## config.mk

```make
export PLATFORM = sky130hd
export DESIGN_NAME = sgi_trigger_decoder
export DESIGN_NICKNAME = d
export VERILOG_FILES = /design/src/rtl/sgi_pkg.sv /design/src/rtl/sgi_field_decode.sv /design/src/rtl/sgi_target_resolve.sv /design/src/rtl/sgi_trigger_decoder.sv
export SDC_FILE = /design/constraint.sdc
export NUM_CORES = 1
export LEC_CHECK = 0
export ABC_AREA = 1
export BUFFER_PORTS_ARGS = -buffer_cell sky130_fd_sc_hd__buf_4
export CAP_MARGIN = 20
export CELL_PAD_IN_SITES_DETAIL_PLACEMENT = 0
export CELL_PAD_IN_SITES_GLOBAL_PLACEMENT = 1
export CORE_MARGIN = 2
export CORE_UTILIZATION = 30
export CTS_CLUSTER_DIAMETER = 50
export DETAILED_ROUTE_END_ITERATION = 8
export HOLD_SLACK_MARGIN = 0.02
export PLACE_DENSITY_LB_ADDON = 0.1
export REMOVE_ABC_BUFFERS = 1
export SYNTH_ARGS = -nofsm -noshare
export SYNTH_HDL_FRONTEND = slang
export SYNTH_SLANG_ARGS = --single-unit
```

## constraint.sdc

```tcl
create_clock -name clk -period 2.9 [get_ports clk]
set_input_delay 0.58 -clock clk [delete_from_list [all_inputs] [get_ports clk]]
set_output_delay 0.58 -clock clk [all_outputs]
set_load 0.05 [all_outputs]
```

## src/rtl/sgi_pkg.sv

```systemverilog
package sgi_pkg;
    typedef enum logic [1:0] {
        FLT_LIST   = 2'd0,
        FLT_OTHERS = 2'd1,
        FLT_SELF   = 2'd2,
        FLT_RSVD   = 2'd3
    } sgi_filter_e;

    localparam int ID_LSB     = 0;
    localparam int ID_W       = 4;
    localparam int NSATTR_BIT = 15;
    localparam int LIST_LSB   = 16;
    localparam int LIST_W     = 8;
    localparam int FILT_LSB   = 24;
    localparam int NUM_IDS    = 1 << ID_W;

    typedef struct packed {
        logic [ID_W-1:0]   id;
        logic [LIST_W-1:0] list;
        sgi_filter_e       filt;
        logic              nsattr;
    } sgi_req_t;
endpackage

```

## src/rtl/sgi_field_decode.sv

```systemverilog
module sgi_field_decode
    import sgi_pkg::*;
#(
    parameter int              ADDR_W   = 12,
    parameter logic [ADDR_W-1:0] TRIG_OFS = 12'hF00
) (
    input  logic              wr_en,
    input  logic [ADDR_W-1:0] wr_addr,
    input  logic [31:0]       wr_data,
    output logic              hit,
    output sgi_req_t          req
);
    always_comb begin
        hit        = wr_en && (wr_addr == TRIG_OFS);
        req.id     = wr_data[ID_LSB +: ID_W];
        req.list   = wr_data[LIST_LSB +: LIST_W];
        req.filt   = sgi_filter_e'(wr_data[FILT_LSB +: 2]);
        req.nsattr = wr_data[NSATTR_BIT];
    end
endmodule

```

## src/rtl/sgi_target_resolve.sv

```systemverilog
module sgi_target_resolve
    import sgi_pkg::*;
#(
    parameter int NUM_CPU = 8,
    parameter int IDX_W   = 3
) (
    input  sgi_req_t             req,
    input  logic [IDX_W-1:0]     req_cpu,
    input  logic [NUM_IDS-1:0]   grp_cfg,
    output logic [NUM_CPU-1:0]   mask
);
    logic allowed;
    assign allowed = (req.nsattr == grp_cfg[req.id]);

    for (genvar i = 0; i < NUM_CPU; i++) begin : g_cpu
        logic is_req;
        logic in_list;
        assign is_req = (req_cpu == IDX_W'(i));
        if (i < LIST_W) begin : g_listbit
            assign in_list = req.list[i];
        end else begin : g_nolist
            assign in_list = 1'b0;
        end
        always_comb begin
            mask[i] = 1'b0;
            if (allowed) begin
                unique case (req.filt)
                    FLT_LIST:   mask[i] = in_list;
                    FLT_OTHERS: mask[i] = !is_req;
                    FLT_SELF:   mask[i] = is_req;
                    FLT_RSVD:   mask[i] = 1'b0;
                endcase
            end
        end
    end
endmodule

```

## src/rtl/sgi_trigger_decoder.sv

```systemverilog
module sgi_trigger_decoder
    import sgi_pkg::*;
#(
    parameter int                NUM_CPU  = 8,
    parameter int                ADDR_W   = 12,
    parameter logic [ADDR_W-1:0] TRIG_OFS = 12'hF00,
    localparam int               IDX_W    = (NUM_CPU > 1) ? $clog2(NUM_CPU) : 1
) (
    input  logic               clk,
    input  logic               rst_n,
    input  logic               wr_en,
    input  logic [ADDR_W-1:0]  wr_addr,
    input  logic [31:0]        wr_data,
    input  logic [IDX_W-1:0]   req_cpu,
    input  logic [NUM_IDS-1:0] grp_cfg,
    output logic [NUM_CPU-1:0] pend_strobe,
    output logic [ID_W-1:0]    pend_id,
    output logic [IDX_W-1:0]   pend_src
);
    localparam logic [NUM_CPU-1:0] STRB_ONE = NUM_CPU'(1);

    typedef enum logic {ST_IDLE = 1'b0, ST_FIRE = 1'b1} state_e;

    state_e             state_q, state_d;
    logic               hit;
    sgi_req_t           req;
    logic [NUM_CPU-1:0] mask_now, mask_q;
    logic [ID_W-1:0]    id_q;
    logic [IDX_W-1:0]   src_q;
    logic               launch;

    sgi_field_decode #(.ADDR_W(ADDR_W), .TRIG_OFS(TRIG_OFS)) u_dec (
        .wr_en(wr_en), .wr_addr(wr_addr), .wr_data(wr_data),
        .hit(hit), .req(req)
    );

    sgi_target_resolve #(.NUM_CPU(NUM_CPU), .IDX_W(IDX_W)) u_res (
        .req(req), .req_cpu(req_cpu), .grp_cfg(grp_cfg), .mask(mask_now)
    );

    assign launch = hit && (mask_now != '0);

    always_comb begin
        state_d = state_q;
        unique case (state_q)
            ST_IDLE: state_d = launch ? ST_FIRE : ST_IDLE;
            ST_FIRE: state_d = launch ? ST_FIRE : ST_IDLE;
        endcase
    end

    always_ff @(posedge clk) begin
        if (!rst_n) begin
            state_q <= ST_IDLE;
            mask_q  <= '0;
            id_q    <= '0;
            src_q   <= '0;
        end else begin
            state_q <= state_d;
            if (launch) begin
                mask_q <= mask_now;
                id_q   <= req.id;
                src_q  <= req_cpu;
            end
        end
    end

    always_comb begin
        pend_strobe = '0;
        pend_id     = id_q;
        pend_src    = src_q;
        unique case (state_q)
            ST_IDLE: pend_strobe = '0;
            ST_FIRE: pend_strobe = mask_q;
        endcase
    end


    strobe_needs_write_chk: assert property (@(posedge clk) disable iff (!rst_n)
        (pend_strobe != '0) |-> $past(wr_en && (wr_addr == TRIG_OFS)));

    attr_mismatch_chk: assert property (@(posedge clk) disable iff (!rst_n)
        $past(wr_en && (wr_data[NSATTR_BIT] != grp_cfg[wr_data[ID_W-1:0]])) |-> (pend_strobe == '0));

    rsvd_filter_chk: assert property (@(posedge clk) disable iff (!rst_n)
        $past(wr_en && (wr_data[FILT_LSB +: 2] == 2'd3)) |-> (pend_strobe == '0));

    self_onehot_chk: assert property (@(posedge clk) disable iff (!rst_n)
        $past(wr_en && (wr_data[FILT_LSB +: 2] == 2'd2)) |-> $onehot0(pend_strobe));

    others_skip_req_chk: assert property (@(posedge clk) disable iff (!rst_n)
        $past(wr_en && (wr_data[FILT_LSB +: 2] == 2'd1)) |-> ((pend_strobe & (STRB_ONE << $past(req_cpu))) == '0));

    id_follow_chk: assert property (@(posedge clk) disable iff (!rst_n)
        (pend_strobe != '0) |-> (pend_id == $past(wr_data[ID_W-1:0])));

    src_follow_chk: assert property (@(posedge clk) disable iff (!rst_n)
        (pend_strobe != '0) |-> (pend_src == $past(req_cpu)));
endmodule

```

Yosys cells after proc, flatten, opt, wreduce, memory -nomap -nowiden
Cells that the tools add are included.
Widths: inputs -> output; s select.

storage, ports and cells
  register bits = 16
  input port bits = 66
  output and inout bits = 15
  word-level logic and storage cells = 51

operators by class
  $lt $le $gt $ge = 1
  equality and inequality tests = 12
  mux-type cells = 20
  bitwise operators = 1
  reductions and logical operators = 13

operators with widths
  cell                  count
  $pmux 1 s4            8
  $pmux 8 s2            1
  $eq 12x12->1 const B  1
  $eq 3x3->1 const B    4
  $mux 1                10
  $logic_not 1->1       8
  $reduce_bool 8->1     1
  $eq 3x2->1 const B    2
  $lt 4x5->1 const B    1
  $bmux 1 s4            1
  $eq 2x2->1 const B    2
  $eq 3x1->1 const B    1
  $logic_not 3->1       1
  $eq 2x1->1 const B    1
  $logic_and 1x1->1     2
  $logic_not 2->1       1
  $eq 1x1->1            1
  $not 1->1             1

Logic depth before layout (Yosys ltp)
Gate-level depths: netlist of run 1.

  depth in word-level cells = 7
  mapped depth = 17
  depth with buffers taken out = 15

Hierarchy
A second synthesis of run 1 with hierarchy kept.

second synthesis, totals
  cell total of the unflattened synthesis = 253
  area, all modules = 1591.5 µm²

modules (own cells, without submodules)
  module               times used  cells an instance  area an instance (µm²)  sequential area each (µm²)
  sgi_trigger_decoder  1           128                905.9                   320.3
  sgi_target_resolve   1           98                 524.3                   0.0
  sgi_field_decode     1           27                 161.4                   0.0

Worst setup path after synthesis of run 1
No wires, ideal clock.

  kind = input-to-reg
  from = in wr_data[0]
  to = reg id_q[3] (netlist: pend_id[3])
  arrival time = 1930 ps
  required time = 2787 ps
  path slack = 857 ps
  cell stages on the path = 14
  path buffers = 2
  path through = buf_6 inv_6 or2_1 nand2_1 nand3_2 nand3_2 nand3_4 o211ai_1 nand2_2 nor2_4 nor2_8 buf_12 nor2_2 nor2_2

between the ends
  word-level cells in the longest chain between the ends = 6

ends and longest elaborated chain
  what                            RTL line                   source
  start: declaration              sgi_trigger_decoder.sv:13  input logic [31:0] wr_data,
  $bmux 1 s4 *                    sgi_target_resolve.sv:13   assign allowed = (req.nsattr == grp_cfg[req.id]);
  $mux 1 (not written as such) *  sgi_target_resolve.sv:13
  $eq 1x1->1 *                    sgi_target_resolve.sv:13
  $mux 1                          sgi_target_resolve.sv:26   if (allowed) begin
  $reduce_bool 8->1 *             sgi_trigger_decoder.sv:41  assign launch = hit && (mask_now != '0);
  $logic_and 1x1->1 *             sgi_trigger_decoder.sv:41
  end signal: assignment          sgi_trigger_decoder.sv:61  id_q <= req.id;
  end: declaration                sgi_trigger_decoder.sv:28  logic [ID_W-1:0] id_q;

Every way passes the cells marked *; elsewhere a longest branch is shown, timed or not. The select of a mux whose other input is x is not followed.
A chain may end at the register's enable or synchronous reset.

Worst setup path in the final report of run 1
  from = in wr_data[24]
  to = reg id_q[3] (netlist: pend_id[3])

between the ends
  word-level cells in the longest chain between the ends = 5

ends and longest elaborated chain
  what                                      RTL line                   source
  $eq 2x2->1, or another cell as far along  sgi_target_resolve.sv:27   unique case (req.filt)
  $pmux 1 s4                                sgi_target_resolve.sv:27
  $mux 1                                    sgi_target_resolve.sv:26
  $reduce_bool 8->1 *                       sgi_trigger_decoder.sv:41
  $logic_and 1x1->1 *                       sgi_trigger_decoder.sv:41

Every way passes the cells marked *; elsewhere a longest branch is shown, timed or not.

==> impl_metrics.tcl, run 1 <==
set metrics [dict create \
    initial_utilization_pct 30.9 \
    ys_warn_count 0 \
    fin_tns_setup_ns 0 \
    n_antenna_cell 0 \
    clk_pin_slew_ns 0.06 \
    area_growth_pct 38.9 \
    synthAdderAreaFrac_pct 0 \
    clock_latency_ns 0.24 \
    wl_um 3280 \
    setup_viol 0 \
    critPathRequiredTime_ns 3.04 \
    synth-compound-area-share_pct 8.91 \
    fmax_mhz 475 \
    wire_per_inst_um 10.0 \
    syn_avg_cell_area_um2 6.24 \
    fin_nets 343 \
    cts.root.buffer_cell "clkbuf_8" \
    drt_iter0_drc 31 \
    core_um2 4350 \
    dp_hpwl_um 2790 \
    cp-startpoint "wr_data[24]" \
    synth_commonest_cells "nand2_1 (53), nand3_1 (32), inv_1 (27)" \
    postPlaceCellArea_um2 1830 \
    max-vdd-ir-drop_mv 0.209 \
    dr_total_vias 1512 \
    grt_usage_pct 13.6 \
    synthArstFlopShare_pct 0 \
    critPathArrivalTime_ns 2.25 \
    yosysSeqAreaShare_pct 23.8 \
    synthXorXnorAreaFrac_pct 0 \
    post-route-min-period_ns 2.11 \
    powerDensity_nw_per_um2 293 \
    synth_top_family_by_area "simple AND/OR/NAND/NOR gates" \
    grt_pass1_wl_um 5780 \
    status "completed" \
    grt_pass1_vias 1478 \
    grt_max_degree 17 \
    startpoint_type "input port" \
    viasPerCell 4.62 \
    drcViolationCount 0 \
    fp.dieH_um 71.0 \
    clock_skew_ns 0 \
    synth-simple-area-share_pct 53.8 \
    slew_headroom_pct 80.5 \
    place.gp.congestion 0.794 \
    yosysTopAreaCell "dfxtp_1" \
    fill_cells 530 \
    slowest_delay_ns 0.31 \
    dieArea_um2 5040 \
    synthTopCellsByArea "dfxtp_1 (24%), nand2_1 (15%), nand3_1 (12%)" \
    cp_max_fo 15 \
    hp-class "register to register" \
    firstDrtPassIters 4 \
    ioPinCount 81 \
    synth_ff_type "dfxtp_1" \
    maxCapViolCount 0 \
    clockBufferDepth 2 \
    finalCritPeriodShare_pct 72.6 \
    synth_edf_count 0 \
    htree_levels 1 \
    tightestPinTransition_ns 0.292 \
    cts_sinks 16 \
    ant_nets 0 \
    cts_tree "done" \
    grt.overflow.total 0 \
    cts_buffers 3 \
    synthMuxAreaShare_pct 0 \
    cp_slowest_cell "nand2_1" \
    synth_seq_cells 16 \
    io_buffers 63 \
    report.final.slew_viol_count 0 \
    grt_antenna_before_repair 0 \
    r2r-end "mask_q[7]" \
    endpoint "pend_id[3]" \
    final_hold_viol_count 0 \
    hold_ws_ns 0.480 \
    post_cts_resized 0 \
    fin_area_um2 1870 \
    crit_path_cell_trace "buf_4, clkinv_1, nand2_1, o22ai_1, a21oi_1, o211ai_1, nand2_2, inv_1, nand2_2, nand3_1, nand2_1, nor2_2" \
    finalPower_uw 548 \
    post_cts_buffers 0 \
    postCtsHoldBufs 0 \
    cp-end-kind "register" \
    drive_gt1_share_pct 36.7 \
    r2r_cells 2 \
    ys_types 28 \
    multi_input_area_um2 851 \
    fp-row-count 24 \
    crit_type "input port to register" \
    die_width_um 71.0 \
    crit_family "simple AND/OR/NAND/NOR gates" \
    synth.most_common_cell "nand2_1" \
    synth_top_cell_area_share_pct 23.8 \
    path_buf_inv 3 \
    p_leak_uw 0.000956 \
    synth_area_um2 1350 \
    seqCellArea_um2 320 \
    syn_inst 216 \
    r2r-start "mask_q[7]" \
    reg2reg_setup_slack_ns 2.32 \
    rsz0062_at_grt "false" \
    cp.depth 12 \
]
metal layers:
| metal | track usage, % | vias up | share of wire, % |
|---|---|---|---|
| met3 | 3.56 | 0 | 5.4 |
| met5 | 0 | - | 0 |
| li1 | - | 811 | - |
| met2 | 26.3 | 36 | 52 |
| met4 | 0.629 | 0 | 0 |
| met1 | 15.7 | 665 | 42 |
area by class of cell:
class | instances | share of cell area, %
Sequential cell | 16 | 17.1
Inverter | 29 | 6.08
Clock buffer | 3 | 2.21
Multi-Input combinational cell | 163 | 45.5
Timing Repair Buffer | 64 | 25.7
Tap cell | 52 | 3.48
cells by family after synthesis:
family                 after synthesis
AO/OA/AOI/OAI                       20
flip-flops                          16
AND/OR/NAND/NOR                    143
buffers and inverters               37
where the power goes:
group | switching, uW | internal, uW | leakage [uW]
sequential | 0.0247 | 220 | 0.000129
combinational | 89.9 | 78.7 | 0.000806
clock | 68.0 | 91.8 | 0.0000216
how the worst min path moves through the flow:
stage,depth (start not counted),start,endpoint
final,2,pend_src[1],pend_src[1]
after global routing,2,pend_id[2],pend_id[2]
after CTS,2,pend_src[1],pend_src[1]
after detailed placement,2,pend_src[1],pend_src[1]
after global placement,2,pend_id[0],pend_id[0]
after floorplan,2,mask_q[0],mask_q[0]
through the flow:
| step | cells | utilization [%] | worst slack [ns] |
|---|---|---|---|
| 6_report | 327 | 43.0 | 0.794 |
| 5_1_grt | 327 | 43.0 | 0.583 |
| 4_1_cts | 327 | 43.0 | 0.786 |
| 3_5_place_dp | 324 | 42.0 | 0.527 |
| 3_3_place_gp | 324 | 42.0 | 0.536 |
| 2_1_floorplan | 208 | - | 0.534 |
cell usage in the layout, fill, tap and decap left out:
cell,count
clkbuf_8,3
and2_2,1
inv_1,27
nor3b_1,2
o211ai_1,4
nor2_8,1
o22ai_1,8
nand3_4,1
nand2_4,1
buf_4,64
nand4_1,1
nand3_1,32
nand2_1,53
nor2_2,20
nor2_1,19
dfxtp_1,16
nor4_2,1
nand3_2,3
nor2_4,1
inv_6,1
or2_1,1
clkinv_1,1
or2_0,1
nand2_2,4
nor4_1,1
a21oi_1,8
flip-flops by register name, indices dropped and copies added, names as in the netlist:
register	cells
state_q	1
pend_id	4
pend_src	3
mask_q	8
worst reg2reg max path: cells and delay by family (launching register included):
kind / cells / cell delay [ns]
AND/OR/NAND/NOR: 2 / 0.15
flip-flops: 1 / 0.32
Power figures use the tool's default switching activity.
==> run 2: changes to the inputs <==
- CORE_UTILIZATION: 30 -> 25
- clock period: 2.9 -> 1.9 ns (I/O delays scaled with it)
==> run 2 against run 1 <==
  * Via count is 1.1% lower
  * Final area grew 7.8%
  * Total power grew 59%
  * Cell count up 9.8%
  * Largest cell class unchanged
  * Largest power group unchanged
==> impl_metrics.tcl, run 2 (synthesis gave the netlist of run 1 again) <==
set metrics [dict create \
    r2r_cells 2 \
    met1_usage_pct 18.0 \
    initial_utilization_pct 26.2 \
    finalCritPeriodShare_pct 88.6 \
    reg2reg_setup_slack_ns 1.32 \
    dieArea_um2 5990 \
    setup_viol 0 \
    slowest_delay_ns 0.18 \
    slew_headroom_pct 80.4 \
    n_antenna_cell 0 \
    cp_max_fo 15 \
    max-vdd-ir-drop_mv 0.148 \
    hold_start "rst_n" \
    wl_um 3550 \
    regMostFlops "mask_q" \
    cts_tree "done" \
    grt_antenna_before_repair 0 \
    layout_setup_ws_ns 0.216 \
    die_width_um 77.4 \
    drt_iter0_drc 57 \
    final_common_cell "buf_4" \
    report.final.slew_viol_count 0 \
    critPathArrivalTime_ns 1.82 \
    r2r-start "pend_src[2]" \
    r2r-end "pend_src[2]" \
    p_leak_uw 0.00104 \
    use_met3_pct 1.05 \
    cp_slowest_cell "inv_1" \
    place.gp.congestion 0.761 \
    startpoint_type "input port" \
    tightestPinTransition_ns 0.291 \
    endpoint "mask_q[1]" \
    firstDrtPassIters 4 \
    io_buffers 63 \
    rsz0062_at_grt "false" \
    cp-startpoint "wr_data[1]" \
    cts.root.buffer_cell "clkbuf_8" \
    grt_busiest_layer "met2" \
    status "completed" \
    grt_max_degree 17 \
    cp-end-kind "register" \
    critPathRequiredTime_ns 2.04 \
    ioPinCount 81 \
    grt.overflow.total 0 \
    post_cts_buffers 0 \
    clk_pin_slew_ns 0.06 \
    hp-class "input port to register" \
    post-route-min-period_ns 1.68 \
    fp.dieH_um 77.4 \
    viasPerCell 4.17 \
    clock_latency_ns 0.24 \
    htree_levels 1 \
    grt_pass1_wl_um 6260 \
    maxCapViolCount 0 \
    wire_per_inst_um 9.87 \
    fp-row-count 26 \
    drcViolationCount 0 \
    crit_path_cell_trace "buf_4, inv_1, nand3_1, nand3_1, nand3_2, nand2_2, nand2_4, o211ai_1, nand2_2, nor2_4, nor2_8, nor2_2, nor2_2" \
    mostFrequentLayoutCells "buf_4 (77), nand2_1 (53), nand3_1 (32)" \
    cts_sinks 16 \
    dp_hpwl_um 2940 \
    dp_slack_ns -0.138 \
    grtUsageMet2_pct 19.2 \
    ant_nets 0 \
    crit_type "input port to register" \
    hold_ws_ns 0.462 \
    powerDensity_nw_per_um2 433 \
    cts_buffers 3 \
    area_growth_pct 49.7 \
    core_um2 5140 \
    clockBufferDepth 2 \
    largest_reg_flops 8 \
    grt_usage_pct 12.5 \
    fmax_mhz 594 \
    drive_gt1_share_pct 39.8 \
    dr_total_vias 1496 \
    grt_pass1_vias 1454 \
    fin_nets 357 \
    final_hold_viol_count 0 \
    finalPower_uw 874 \
    final_core_util_pct 39.2 \
    clock_skew_ns 0 \
]
run 2: cell types whose count changed in the layout (fill, tap and decap cells not counted):
| cell | before | now |
|---|---|---|
| nand2_2 | 4 | 3 |
| nand2_4 | 1 | 2 |
| buf_12 | 0 | 1 |
| buf_4 | 64 | 77 |
run 2: per-stage QoR:
stage / cells / TNS [ns] / area, um2
CTS: 359 / 0 / 2010
floorplan: 208 / -3.91 / 1280
finish: 359 / 0 / 2020
detailed placement: 356 / -1.63 / 1970
global route: 359 / 0 / 2020
global placement: 356 / -1.82 / 1970
run 2: worst min-delay path by stage:
stage,cells after the start,endpoint
after floorplan,2,mask_q[0]
after CTS,3,pend_id[1]
after global placement,2,mask_q[0]
final,3,pend_id[1]
after global routing,3,pend_id[1]
after detailed placement,2,mask_q[0]
run 2: timing repair:
action / 4_1_cts / 5_1_grt
resized for setup: 0 / 1
endpoints found under the setup margin: 0 / 9
hold buffers: 0 / 0
run 2: routing by layer:
metal  share of wire, %  routed length, um  vias to the layer above
met3                3.2                114                        2
met4               0.96                 34                        0
met5                  0                  0                        -
met2                 43               1530                       31
met1                 53               1870                      627
li1                   -                  -                      836
run 2: area by class of cell:
type / count / area [um2]
Multi-Input combinational cell: 163 / 856
Tap cell: 70 / 87.6
Inverter: 29 / 114
Fill cell: 594 / 3120
Sequential cell: 16 / 320
Clock buffer: 3 / 41.3
Timing Repair Buffer: 78 / 598
run 2: critical path, delay by kind of cell:
kind | cells | cell delay, ns
AOI/OAI and AO/OA | 1 | 0.10
and+or+nand+nor | 10 | 1.03
buffers and inverters | 2 | 0.29
run 2: report_power, final:
| part | total (uW) | internal, uW | leakage, uW | switching, uW |
|---|---|---|---|---|
| Combinational | 297 | 148 | 0.000885 | 149 |
| Sequential | 336 | 336 | 0.000129 | 0.0391 |
| Clock | 241 | 140 | 0.0000216 | 101 |
==> run 3: changes to the inputs <==
- REMOVE_ABC_BUFFERS: 1 -> default
==> run 3 against run 2 <==
  * Sequential share of layout area about the same
  * Clock skew unchanged
  * Register-to-register slack worse by 0.03 ns
  * Final area down 0.25%
  * Routed wire length about the same
  * Clock power up 2%
==> impl_metrics.tcl, run 3 (synthesis gave the netlist of run 1 again) <==
set metrics [dict create \
    status "completed" \
    tightestPinTransition_ns 0.317 \
    finalCritPeriodShare_pct 89.7 \
    slowest_delay_ns 0.26 \
    firstDrtPassIters 4 \
    clockBufferDepth 2 \
    post-route-min-period_ns 1.71 \
    initial_utilization_pct 26.2 \
    drive_gt1_share_pct 40.0 \
    post_cts_resized 0 \
    grt.overflow.total 0 \
    grt_usage_pct 13.0 \
    fill_cells 624 \
    wl_um 3550 \
    crit_family "simple AND/OR/NAND/NOR gates" \
    dp_hpwl_um 2920 \
    n_antenna_cell 0 \
    dp_slack_ns -0.155 \
    place.gp.congestion 0.727 \
    area_growth_pct 49.3 \
    clk_pin_slew_ns 0.06 \
    r2r_cells 2 \
    p_leak_uw 0.00104 \
    endpoint "mask_q[0]" \
    clock_skew_ns 0 \
    grt_max_degree 17 \
    r2r-start "pend_id[3]" \
    path_buf_inv 2 \
    cp_slowest_cell "nor2_8" \
    rsz0062_at_grt "false" \
    final_core_util_pct 39.1 \
    finalPower_uw 876 \
    fp-row-count 26 \
    final_hold_viol_count 0 \
    seqCellArea_um2 320 \
    final_common_cell "buf_4" \
    viasPerCell 4.32 \
    cp_max_fo 15 \
    maxCapViolCount 0 \
    grt_pass1_vias 1582 \
    fmax_mhz 586 \
    startpoint_type "input port" \
    multi_input_area_um2 856 \
    slew_headroom_pct 78.8 \
    setup_viol 0 \
    powerDensity_nw_per_um2 435 \
    post_cts_buffers 0 \
    wire_per_inst_um 9.86 \
    cts.root.buffer_cell "clkbuf_8" \
    fin_nets 358 \
    stdcell_count 360 \
    cp.depth 14 \
    report.final.slew_viol_count 0 \
    fin_tns_setup_ns 0 \
    dpl.cell_count 357 \
    layout_setup_ws_ns 0.195 \
    critPathArrivalTime_ns 1.89 \
    cts_buffers 3 \
    dieArea_um2 5990 \
    grt_pass1_wl_um 6510 \
    io_buffers 63 \
    postCtsHoldBufs 0 \
    cp-startpoint "wr_data[0]" \
    hp-class "input port to register" \
    syn_nets 282 \
    core_um2 5140 \
    largest_reg_flops 8 \
    r2r-end "pend_id[3]" \
    grt_antenna_before_repair 0 \
    ioPinCount 81 \
    die_width_um 77.4 \
    fp.dieH_um 77.4 \
    reg2reg_setup_slack_ns 1.29 \
    max-vdd-ir-drop_mv 0.171 \
    critPathRequiredTime_ns 2.09 \
    mostFrequentLayoutCells "buf_4 (79), nand2_1 (53), nand3_1 (32)" \
    drcViolationCount 0 \
    drt_iter0_drc 71 \
    dr_total_vias 1556 \
    ant_nets 0 \
    cp-end-kind "register" \
    cts_tree "done" \
    cts_sinks 16 \
    clock_latency_ns 0.24 \
    crit_path_cell_trace "buf_4, inv_6, or2_1, nand2_1, nand3_2, nand3_2, nand2_2, nand2_4, o211ai_1, nand2_2, nor2_4, nor2_8, nor2_1, nor2_1" \
    crit_type "input port to register" \
    regMostFlops "mask_q" \
    htree_levels 1 \
]
## run 3: cell count changes in the layout (fill, tap and decap cells not counted), sizes merged
cell	previous run	this run
buf	78	79
## run 3: cell type report
class	instances	area share, %
Sequential cell	16	15.9
Inverter	29	5.66
Multi-Input combinational cell	163	42.5
Timing Repair Buffer	79	29.5
Tap cell	70	4.35
Clock buffer	3	2.05
## run 3: power breakdown
part	internal (uW)	switching, uW	total (uW)
clock network	140	105	246
logic	147	148	294
registers	336	0.0410	336
total	622	253	876
## run 3: how the worst min path moves through the flow
stage               slack, ns  cells after the start     endpoint   startpoint
floorplan                0.45                      2    mask_q[0]    mask_q[0]
global placement         0.47                      2  pend_src[1]  pend_src[1]
detailed placement       0.48                      2  pend_src[1]  pend_src[1]
CTS                      0.45                      3   pend_id[1]        rst_n
global route             0.45                      3   pend_id[1]        rst_n
finish                   0.46                      3   pend_id[1]        rst_n
## run 3: through the flow
step,hold slack [ns],instance area [um2]
after global routing,0.450,2010
after detailed placement,0.479,1970
after CTS,0.453,2010
after floorplan,0.455,1350
after global placement,0.474,1970
final,0.455,2010
## run 3: routing by layer
layer  part of all wire, %  track usage, %  vias up
met3                   5.4            2.91        5
met2                    50            23.2       42
met1                    43            15.4      668
li1                      -               -      841
met4                   1.2            3.75        0
met5                     0               0        -
## run 3: worst register-to-register path: stages, from the launching register on
cell     delay, ns
dfxtp_1       0.34
nor2_2        0.12
nor2_2        0.04
